==> src/rtl/strmatch_pkg.sv <==
package strmatch_pkg;
    localparam int BYTE_W     = 8;
    localparam int FIELD_W    = 2;
    localparam int NUM_TILES  = BYTE_W / FIELD_W;
    localparam int FIELD_VALS = 1 << FIELD_W;
    localparam int TILE_SEL_W = $clog2(NUM_TILES);
endpackage

==> src/rtl/strmatch_tile.sv <==
module strmatch_tile
    import strmatch_pkg::*;
#(
    parameter int STATE_W = 4,
    parameter int PMV_W   = 16,
    parameter int ROW_W   = PMV_W + FIELD_VALS * STATE_W
) (
    input  logic               clk,
    input  logic               rst_n,
    input  logic [FIELD_W-1:0] field_i,
    input  logic               in_valid_i,
    input  logic               restart_i,
    input  logic               wr_en_i,
    input  logic [STATE_W-1:0] wr_addr_i,
    input  logic [ROW_W-1:0]   wr_row_i,
    output logic [PMV_W-1:0]   pmv_o
);
    localparam int NUM_STATES = 1 << STATE_W;

    typedef struct packed {
        logic [STATE_W-1:0] state;
        logic [PMV_W-1:0]   pmv;
    } tile_regs_t;

    tile_regs_t       r_d, r_q;
    logic [ROW_W-1:0] table_d [NUM_STATES];
    logic [ROW_W-1:0] table_q [NUM_STATES];

    logic [STATE_W-1:0] base_state, hop_state;
    logic [ROW_W-1:0]   base_row, hop_row;

    always_comb begin
        table_d = table_q;
        if (wr_en_i) begin
            table_d[wr_addr_i] = wr_row_i;
        end

        base_state = restart_i ? '0 : r_q.state;
        base_row   = table_q[base_state];
        hop_state  = base_row[PMV_W + int'(field_i) * STATE_W +: STATE_W];
        hop_row    = table_q[hop_state];

        r_d = r_q;
        if (in_valid_i) begin
            r_d.state = hop_state;
            r_d.pmv   = hop_row[PMV_W-1:0];
        end else if (restart_i) begin
            r_d.state = '0;
        end
    end

    always_ff @(posedge clk or negedge rst_n) begin
        if (!rst_n) begin
            r_q <= '0;
            for (int i = 0; i < NUM_STATES; i++) begin
                table_q[i] <= '0;
            end
        end else begin
            r_q     <= r_d;
            table_q <= table_d;
        end
    end

    assign pmv_o = r_q.pmv;

    // an idle cycle leaves the partial vector untouched
    assert_idle_hold_R5: assert property (@(posedge clk) disable iff (!rst_n)
        (!in_valid_i && !restart_i) |=> (r_q.state == $past(r_q.state)) && $stable(pmv_o));

    // restart without a byte lands in state 0
    assert_restart_home_R6: assert property (@(posedge clk) disable iff (!rst_n)
        (restart_i && !in_valid_i) |=> (r_q.state == '0));

    // a written row holds the written word afterwards
    assert_row_written_R7: assert property (@(posedge clk) disable iff (!rst_n)
        wr_en_i |=> (table_q[$past(wr_addr_i)] == $past(wr_row_i)));
endmodule

==> src/rtl/strmatch_and_stage.sv <==
module strmatch_and_stage
    import strmatch_pkg::*;
#(
    parameter int PMV_W = 16
) (
    input  logic                                clk,
    input  logic                                rst_n,
    input  logic                                in_valid_i,
    input  logic [NUM_TILES-1:0][PMV_W-1:0]     pmv_i,
    output logic                                match_valid_o,
    output logic [PMV_W-1:0]                    match_vec_o
);
    typedef struct packed {
        logic             v1;
        logic             mv;
        logic [PMV_W-1:0] vec;
    } stage_regs_t;

    stage_regs_t      s_d, s_q;
    logic [PMV_W-1:0] agree;

    always_comb begin
        agree = '1;
        for (int t = 0; t < NUM_TILES; t++) begin
            agree &= pmv_i[t];
        end
        s_d     = s_q;
        s_d.v1  = in_valid_i;
        s_d.mv  = s_q.v1;
        s_d.vec = s_q.v1 ? agree : '0;
    end

    always_ff @(posedge clk or negedge rst_n) begin
        if (!rst_n) begin
            s_q <= '0;
        end else begin
            s_q <= s_d;
        end
    end

    assign match_valid_o = s_q.mv;
    assign match_vec_o   = s_q.vec;

    // every reported bit was flagged by each tile
    for (genvar t = 0; t < NUM_TILES; t++) begin : g_subset
        assert_tile_agrees_R3: assert property (@(posedge clk) disable iff (!rst_n)
            match_valid_o |-> ((match_vec_o & ~$past(pmv_i[t])) == '0));
    end
endmodule

==> src/rtl/strmatch_rule_module.sv <==
module strmatch_rule_module
    import strmatch_pkg::*;
#(
    parameter int STATE_W = 4,
    parameter int PMV_W   = 16,
    parameter int ROW_W   = PMV_W + FIELD_VALS * STATE_W
) (
    input  logic                  clk,
    input  logic                  rst_n,
    input  logic                  byte_valid,
    input  logic [BYTE_W-1:0]     byte_data,
    input  logic                  pkt_restart,
    input  logic                  cfg_we,
    input  logic [TILE_SEL_W-1:0] cfg_tile,
    input  logic [STATE_W-1:0]    cfg_addr,
    input  logic [ROW_W-1:0]      cfg_row,
    output logic                  match_valid,
    output logic [PMV_W-1:0]      match_vec
);
    logic [NUM_TILES-1:0][PMV_W-1:0] pmv_all;

    for (genvar t = 0; t < NUM_TILES; t++) begin : g_tile
        logic wr_sel;
        assign wr_sel = cfg_we && (cfg_tile == TILE_SEL_W'(t));

        strmatch_tile #(
            .STATE_W (STATE_W),
            .PMV_W   (PMV_W),
            .ROW_W   (ROW_W)
        ) u_tile (
            .clk        (clk),
            .rst_n      (rst_n),
            .field_i    (byte_data[t*FIELD_W +: FIELD_W]),
            .in_valid_i (byte_valid),
            .restart_i  (pkt_restart),
            .wr_en_i    (wr_sel),
            .wr_addr_i  (cfg_addr),
            .wr_row_i   (cfg_row),
            .pmv_o      (pmv_all[t])
        );
    end

    strmatch_and_stage #(
        .PMV_W (PMV_W)
    ) u_and (
        .clk           (clk),
        .rst_n         (rst_n),
        .in_valid_i    (byte_valid),
        .pmv_i         (pmv_all),
        .match_valid_o (match_valid),
        .match_vec_o   (match_vec)
    );

    // fixed two-cycle latency from byte to result
    assert_latency_R4: assert property (@(posedge clk) disable iff (!rst_n)
        byte_valid |=> ##1 match_valid);

    // vector is quiet whenever it is not valid
    assert_quiet_vec_R4: assert property (@(posedge clk) disable iff (!rst_n)
        !match_valid |-> (match_vec == '0));
endmodule

==> config.mk <==
export PLATFORM = sky130hd
export DESIGN_NAME = strmatch_rule_module
export DESIGN_NICKNAME = d
export VERILOG_FILES = /design/src/rtl/strmatch_pkg.sv /design/src/rtl/strmatch_tile.sv /design/src/rtl/strmatch_and_stage.sv /design/src/rtl/strmatch_rule_module.sv
export SDC_FILE = /design/constraint.sdc
export NUM_CORES = 2
export LEC_CHECK = 0
export BUFFER_PORTS_ARGS = -buffer_cell sky130_fd_sc_hd__buf_2
export CELL_PAD_IN_SITES_DETAIL_PLACEMENT = 0
export CELL_PAD_IN_SITES_GLOBAL_PLACEMENT = 1
export CORE_UTILIZATION = 55
export CTS_CLUSTER_SIZE = 28
export DETAILED_ROUTE_END_ITERATION = 8
export PLACE_DENSITY_LB_ADDON = 0.3
export SETUP_SLACK_MARGIN = 0.5
export SYNTH_ARGS = -nofsm -noshare
export SYNTH_HDL_FRONTEND = slang
export SYNTH_SLANG_ARGS = --single-unit
==> constraint.sdc <==
create_clock -name clk -period 5.15 [get_ports clk]
set_clock_uncertainty 0.15 [all_clocks]
set_input_delay 1.03 -clock clk [delete_from_list [all_inputs] [get_ports clk]]
set_output_delay 1.03 -clock clk [all_outputs]
set_load 0.03 [all_outputs]
Word level (Yosys, flattened, before mapping)
Cells that the tools add are included.
{"block": "classes", "div_mod_pow": 0, "bitwise_logic": 12, "order_cmp": 10, "shifts": 4, "n_mul": 0, "addsub": 4, "n_mux": 39, "n_reduce_logical": 6, "eq_ne": 3}
{"cell": "512-bit bitwise mux", "count": 4}
{"cell": "32-bit binary-select mux with 4-bit select", "count": 8}
{"cell": "32-bit two-way mux", "count": 9}
{"cell": "16-bit two-way mux", "count": 9}
{"cell": "32-bit demux with 4-bit select", "count": 1}
{"cell": "32-bit by 32-bit indexed part select with 4-bit output", "count": 4}
{"cell": "16-bit AND", "count": 3}
{"cell": "5-bit greater-or-equal comparator, second input constant", "count": 9}
{"cell": "4-bit NOT with 5-bit output", "count": 9}
{"cell": "4-bit two-way mux", "count": 8}
{"cell": "5-bit by 4-bit adder with 6-bit output, first input constant", "count": 4}
{"cell": "1-bit logical AND", "count": 5}
{"cell": "5-bit by 1-bit less-than comparator with 1-bit output, second input constant", "count": 1}
{"cell": "2-bit == test, second input constant", "count": 2}
{"cell": "2-bit by 1-bit == test with 1-bit output, second input constant", "count": 1}
{"cell": "2-bit logical NOT", "count": 1}
{"block": "word_totals", "n_memories": 0, "mem_bits_ro": 0, "ram_bits": 0, "out_inout_bits": 17, "latch_bits": 0, "word_cells": 153, "reg_bits": 2146, "in_bits": 51}

Depth between registers and ports, before layout
{"block": "logic_depth", "ltp_word": 10, "mapped_depth": 18, "ltp_nobuf": 10}

Hierarchy
Synthesis repeated with hierarchy kept, for this count alone.
{"block": "hier_totals", "cells_unflattened": 7148, "area_unflattened_um2": 99213.9}
{"mod": "strmatch_tile", "seq_area_each_um2": 13312.8, "n_inst": 4, "cells_each": 1769, "area_each_um2": 24604.8}
{"mod": "strmatch_and_stage", "seq_area_each_um2": 450.4, "n_inst": 1, "cells_each": 68, "area_each_um2": 757.0}
{"mod": "strmatch_rule_module", "seq_area_each_um2": 0.0, "n_inst": 1, "cells_each": 4, "area_each_um2": 37.5}

Least setup slack after synthesis
OpenSTA, ideal clock, no wires.
{"block": "synth_path", "path_type": "input-to-reg", "from": "input pkt_restart", "to": "register g_tile[3].u_tile.r_q, in the netlist g_tile[3].u_tile.pmv_o[13]", "required_time_ps": 4931, "path_stages": 12, "arrival_time_ps": 3945, "path_buffers": 4, "slack_ps": 986, "setup_ps": 69, "path_cell_list": "buf_8 -> nor2b_2 -> buf_4 -> mux4_2 -> mux4_2 -> mux4_2 -> nand2b_1 -> clkbuf_1 -> buf_2 -> a221oi_1 -> a22oi_1 -> nand3_1"}
{"block": "synth_via", "elab_chain_len": 10}
{"element": "from (decl)", "line_no": "strmatch_rule_module.sv:12", "source": "input logic pkt_restart,"}
{"element": "4-bit two-way mux"}
{"element": "4-bit NOT with 5-bit output (implied by the code)", "line_no": "strmatch_tile.sv:39", "source": "base_row = table_q[base_state];"}
{"element": "32-bit binary-select mux with 4-bit select", "line_no": "strmatch_tile.sv:39"}
{"element": "32-bit two-way mux (implied by the code) (2 in a row)", "line_no": "strmatch_tile.sv:39"}
{"element": "32-bit by 32-bit indexed part select with 4-bit output", "line_no": "strmatch_tile.sv:40", "source": "hop_state = base_row[PMV_W + int'(field_i) * STATE_W +: STATE_W];"}
{"element": "4-bit NOT with 5-bit output (implied by the code)", "line_no": "strmatch_tile.sv:41", "source": "hop_row = table_q[hop_state];"}
{"element": "32-bit binary-select mux with 4-bit select", "line_no": "strmatch_tile.sv:41"}
{"element": "16-bit two-way mux (implied by the code) (2 in a row)", "line_no": "strmatch_tile.sv:41"}
{"element": "to (signal assigned)", "line_no": "strmatch_tile.sv:59", "source": "r_q <= r_d;"}
{"element": "to (decl)", "line_no": "strmatch_tile.sv:25", "source": "tile_regs_t r_d, r_q;"}
Every way passes these cells. The select of a mux whose other input is x is not followed.
A chain may end at the register's enable or synchronous reset.

Worst setup path after layout
{"block": "layout_path", "from": "register g_tile[1].u_tile.r_q[18] (netlist bit)", "to": "register g_tile[1].u_tile.r_q, in the netlist g_tile[1].u_tile.pmv_o[2]"}
{"block": "layout_via", "elab_chain_len": 10}
{"element": "from (decl)", "line_no": "strmatch_tile.sv:25"}
{"element": "from (signal assigned)", "line_no": "strmatch_tile.sv:59"}
{"element": "4-bit two-way mux", "line_no": "strmatch_tile.sv:38", "source": "base_state = restart_i ? '0 : r_q.state;"}
{"element": "4-bit NOT with 5-bit output (implied by the code)", "line_no": "strmatch_tile.sv:39"}
{"element": "32-bit binary-select mux with 4-bit select", "line_no": "strmatch_tile.sv:39"}
{"element": "32-bit two-way mux (implied by the code) (2 in a row)", "line_no": "strmatch_tile.sv:39"}
{"element": "32-bit by 32-bit indexed part select with 4-bit output", "line_no": "strmatch_tile.sv:40"}
{"element": "4-bit NOT with 5-bit output (implied by the code)", "line_no": "strmatch_tile.sv:41"}
{"element": "32-bit binary-select mux with 4-bit select", "line_no": "strmatch_tile.sv:41"}
{"element": "16-bit two-way mux (implied by the code) (2 in a row)", "line_no": "strmatch_tile.sv:41"}
Every way passes these cells. The select of a mux whose other input is x is not followed.

==> results_tabular.tex <==
\begin{tabular}{lr}
\hline
Metric & Value \\
\hline
\multicolumn{2}{l}{\textbf{Outcome}} \\
Outcome & finished, final reports clean \\
\multicolumn{2}{l}{\textbf{Drt}} \\
Total vias in the final route & 60,842 \\
Post-route ant nets & 0 \\
First-pass detailed-route iteration total & 6 \\
Remaining design rule violation count & 0 \\
Detail-routed net length per standard cell & 28.3 um \\
Starting DRT DRC Count & 4,756 \\
Final Routed Wirelength & 270 mm \\
Average via count per standard cell & 6.38 \\
\multicolumn{2}{l}{\textbf{Layout}} \\
Number of standard cells in the layout, taps in and fillers out & 9,538 \\
Share of cells above drive strength 1 & 0.445 \\
Synth-to-layout area growth & 11.0\% \\
Net count, final & 7,052 \\
\multicolumn{2}{l}{\textbf{Synth}} \\
Seq/Total Area, Yosys & 0.546 \\
Post-Syn Nets & 7,168 \\
Warning count from the yosys run & 0 \\
Post-synthesis register bit count & 2,146 \\
Proportion of register bits with asynchronous set or reset after synthesis & 1.00 \\
Primary FF master, synth & sky130\_fd\_sc\_hd\_\_dfrtp\_1 \\
Cell Area, Synth & 98,400 um\^{}2 \\
Average footprint of a synthesized cell & 13.8 um\^{}2 \\
Number of enable flip-flop cells after synthesis & 0 \\
Synth unique cells & 85 \\
Count of mapped cells out of synthesis & 7,117 \\
\multicolumn{2}{l}{\textbf{Setup path}} \\
Largest stage delay on the critical path & 0.85 ns \\
Critical Path Slowest Stage Cell & sky130\_fd\_sc\_hd\_\_dfrtp\_2 \\
Worst-path maximum fanout & 47 \\
Path type of the worst setup path & register to register \\
Critical path cell sequence & buf\_4 > mux2\_2 > o22ai\_1 > nor3\_1 > a22o\_1 > nor4\_1 > a311oi\_4 > buf\_4 > buf\_12 > mux2i\_1 > a22o\_1 > a221oi\_1 > a32o\_1 \\
Type of element capturing the critical path & register \\
Startpoint class of the critical path & register \\
Worst path arrival time & 5.12 ns \\
Critical path required time & 5.78 ns \\
Reg2Reg Depth & 13 \\
\multicolumn{2}{l}{\textbf{Timing}} \\
Fmax & 0.223 GHz \\
Max-slew violations & 0 \\
Setup-failing EPs final & 0 \\
Worst max-slew margin expressed relative to the limit & 0.0932 \\
Fin. Hold Viols & 0 \\
Setup repair after global routing missed its margin & false \\
Final worst path period need & 4.49 ns \\
Measured slew at the worst slew-check pin & 1.36 ns \\
Final setup TNS & 0 ns \\
Final critical-path share of the clock period & 0.872 \\
\multicolumn{2}{l}{\textbf{Placed design}} \\
Global placement routability congestion & 0.839 \\
Detailed Place HPWL & 160 mm \\
Count of input and output buffers & 67 \\
Placed insts & 9,119 \\
\multicolumn{2}{l}{\textbf{Floorplan}} \\
DIE AREA & 181,000 um\^{}2 \\
Die Span X & 425 um \\
I/O pin count & 68 \\
Number of placement rows & 154 \\
Initial cell density of the core & 0.557 \\
Vertical die dimension & 425 um \\
Area inside the core boundary & 177,000 um\^{}2 \\
\multicolumn{2}{l}{\textbf{Global route}} \\
Via count of the first global-routing pass & 63,615 \\
Number of antenna violations at the first check in global routing & 21 \\
Maximum number of pins on one net before global-route repair & 163 \\
GRT Residual Overflow & 0 \\
First-pass GRT wire length & 410 mm \\
Overall routing resource usage & 0.302 \\
\multicolumn{2}{l}{\textbf{Clocking}} \\
Number of buffers inserted by hold repair at cts & 0 \\
Buffers inserted during post-CTS setup optimization & 0 \\
Post-cts sizing count & 0 \\
Clock Tree Root & sky130\_fd\_sc\_hd\_\_clkbuf\_16 \\
Number of buffers between clock root and the deepest sink & 3 \\
Num Clock Sinks & 2,146 \\
Clock tree from TritonCTS & built \\
Number of levels in the clock H-tree & 4 \\
Clk\_lat worst skew & 0.86 ns \\
Total CTS buffers & 220 \\
Clock Pin Slew Worst Setup and Hold Paths & 0.06 ns \\
\multicolumn{2}{l}{\textbf{Min path}} \\
Classification of the worst-slack hold path & primary input to async pin \\
\multicolumn{2}{l}{\textbf{Power}} \\
Maximum VDD drop & 299 uV \\
Design Power & 0.0444 W \\
Static leakage & 51.3 nW \\
Power density cells & 406 nW/um\^{}2 \\
\multicolumn{2}{l}{\textbf{Job}} \\
Maximum capacitance violations & 0 \\
\hline
\end{tabular}
## logic make-up after synthesis
kind of cell	Yosys count	share of synthesized area
flip-flops	2146	0.546
buffers and inverters	719	0.0317
multiplexers	2800	0.334
AO/OA/AOI/OAI	709	0.0531
AND/OR/NAND/NOR	743	0.0354
## stage by stage
stage	setup slack (ns)	hold slack [ns]	area, um^2	util
floorplan	0.986	0.202	98400	-
global placement	0.158	0.329	102000	0.575
detailed placement	0.111	0.336	102000	0.575
CTS	0.673	0.0142	109000	0.618
global route	0.524	0.0523	109000	0.618
finish	0.659	0.0481	109000	0.618
## layout make-up
type | instances | area (um^2)
Tap cell | 2340 | 2930
Timing Repair Buffer | 360 | 3080
Inverter | 21 | 81.3
Multi-Input combinational cell | 4252 | 42000
Clock inverter | 72 | 895
Antenna cell | 14 | 35.0
Clock buffer | 333 | 6610
Sequential cell | 2146 | 53700
Fill cell | 13581 | 67600
## where the power goes
| part | switching (W) | total, W | internal (W) | leakage, nW |
|---|---|---|---|---|
| Clock | 0.00678 | 0.0164 | 0.00963 | 3.73 |
| Sequential | 0.00150 | 0.0207 | 0.0192 | 28.5 |
| Combinational | 0.00365 | 0.00732 | 0.00367 | 19.1 |
## layer usage
metal	track usage	routed length, um	vias up
met2	0.482	128000	1729
met3	0.0452	15200	468
li1	-	-	25931
met1	0.423	118000	32714
met4	0.105	9100	0
met5	0	0	-
## Yosys cell counts (15+ instances only)
library cell	count	area [um^2]
sky130_fd_sc_hd__buf_4	41	308
sky130_fd_sc_hd__a21oi_1	113	566
sky130_fd_sc_hd__inv_1	19	71.3
sky130_fd_sc_hd__a22o_1	30	263
sky130_fd_sc_hd__a221oi_1	92	806
sky130_fd_sc_hd__nand4b_1	15	131
sky130_fd_sc_hd__mux2_2	2217	25000
sky130_fd_sc_hd__buf_1	179	672
sky130_fd_sc_hd__nor2_1	123	462
sky130_fd_sc_hd__o2111ai_1	23	201
sky130_fd_sc_hd__o2bb2ai_1	15	131
sky130_fd_sc_hd__a31oi_1	20	125
sky130_fd_sc_hd__a21boi_0	17	128
sky130_fd_sc_hd__dfrtp_1	2146	53700
sky130_fd_sc_hd__o211ai_1	20	150
sky130_fd_sc_hd__nor3_1	43	215
sky130_fd_sc_hd__nand3_1	75	375
sky130_fd_sc_hd__a211oi_1	23	173
sky130_fd_sc_hd__o21ai_0	92	460
sky130_fd_sc_hd__a22oi_1	47	353
sky130_fd_sc_hd__o221ai_1	24	210
sky130_fd_sc_hd__a32o_1	15	150
sky130_fd_sc_hd__nor4_1	19	119
sky130_fd_sc_hd__buf_2	111	556
sky130_fd_sc_hd__mux2i_1	420	4200
sky130_fd_sc_hd__a221o_1	38	380
sky130_fd_sc_hd__nand2_1	342	1280
sky130_fd_sc_hd__nand2b_1	24	150
sky130_fd_sc_hd__mux4_2	144	3240
sky130_fd_sc_hd__mux4_1	16	420
sky130_fd_sc_hd__a222oi_1	18	180
sky130_fd_sc_hd__nor2b_1	30	188
sky130_fd_sc_hd__clkbuf_1	349	1310
sky130_fd_sc_hd__o22ai_1	53	332
## sequential cells by signal, summed over array words and instances (netlist names)
register               count
u_and.match_vec_o         16
u_and.match_valid_o        1
g_tile.u_tile.table_q   2048
u_and.s_d                  1
g_tile.u_tile.r_q         16
g_tile.u_tile.pmv_o       64
## final timing paths
check / startpoint / endpoint / slack, ns
setup / recovery: g_tile[1].u_tile.r_q[18] / g_tile[1].u_tile.pmv_o[2] / 0.66
hold reg to reg: g_tile[1].u_tile.table_q[365] / g_tile[1].u_tile.table_q[365] / 0.34
hold / removal: rst_n / g_tile[3].u_tile.table_q[313] / 0.05
setup reg to reg: g_tile[1].u_tile.r_q[18] / g_tile[1].u_tile.pmv_o[2] / 0.66
max in group asynchronous: rst_n / g_tile[1].u_tile.r_q[16] / 3.33
min in group clk: g_tile[1].u_tile.table_q[365] / g_tile[1].u_tile.table_q[365] / 0.34
## layout by cell type (no fill, tap or decap), types with 26 or more instances in the layout
master and instances:
sky130_fd_sc_hd__clkinv_2 42, sky130_fd_sc_hd__a22o_1 30, sky130_fd_sc_hd__o21ai_0 92, sky130_fd_sc_hd__buf_12 43
sky130_fd_sc_hd__a221o_1 38, sky130_fd_sc_hd__nor2_1 102, sky130_fd_sc_hd__buf_4 252, sky130_fd_sc_hd__nand2_2 44
sky130_fd_sc_hd__dfrtp_1 2138, sky130_fd_sc_hd__a22oi_1 47, sky130_fd_sc_hd__buf_2 65, sky130_fd_sc_hd__clkbuf_16 222
sky130_fd_sc_hd__o22ai_1 53, sky130_fd_sc_hd__nor3_1 43, sky130_fd_sc_hd__nand2_1 297, sky130_fd_sc_hd__mux4_2 144
sky130_fd_sc_hd__nor2b_1 26, sky130_fd_sc_hd__clkbuf_1 47, sky130_fd_sc_hd__clkbuf_8 64, sky130_fd_sc_hd__mux2_2 2217
sky130_fd_sc_hd__a21oi_1 113, sky130_fd_sc_hd__nand3_1 74, sky130_fd_sc_hd__mux2i_1 420, sky130_fd_sc_hd__a221oi_1 92
## worst max-delay path: cells and delay by family (launching register included)
| kind | cells | cell delay (ns) |
|---|---|---|
| buf+inv | 3 | 0.76 |
| flops | 1 | 0.85 |
| compound gates | 6 | 1.58 |
| simple gates | 2 | 0.50 |
| mux | 2 | 0.54 |
(Power assumes the default switching activity.)
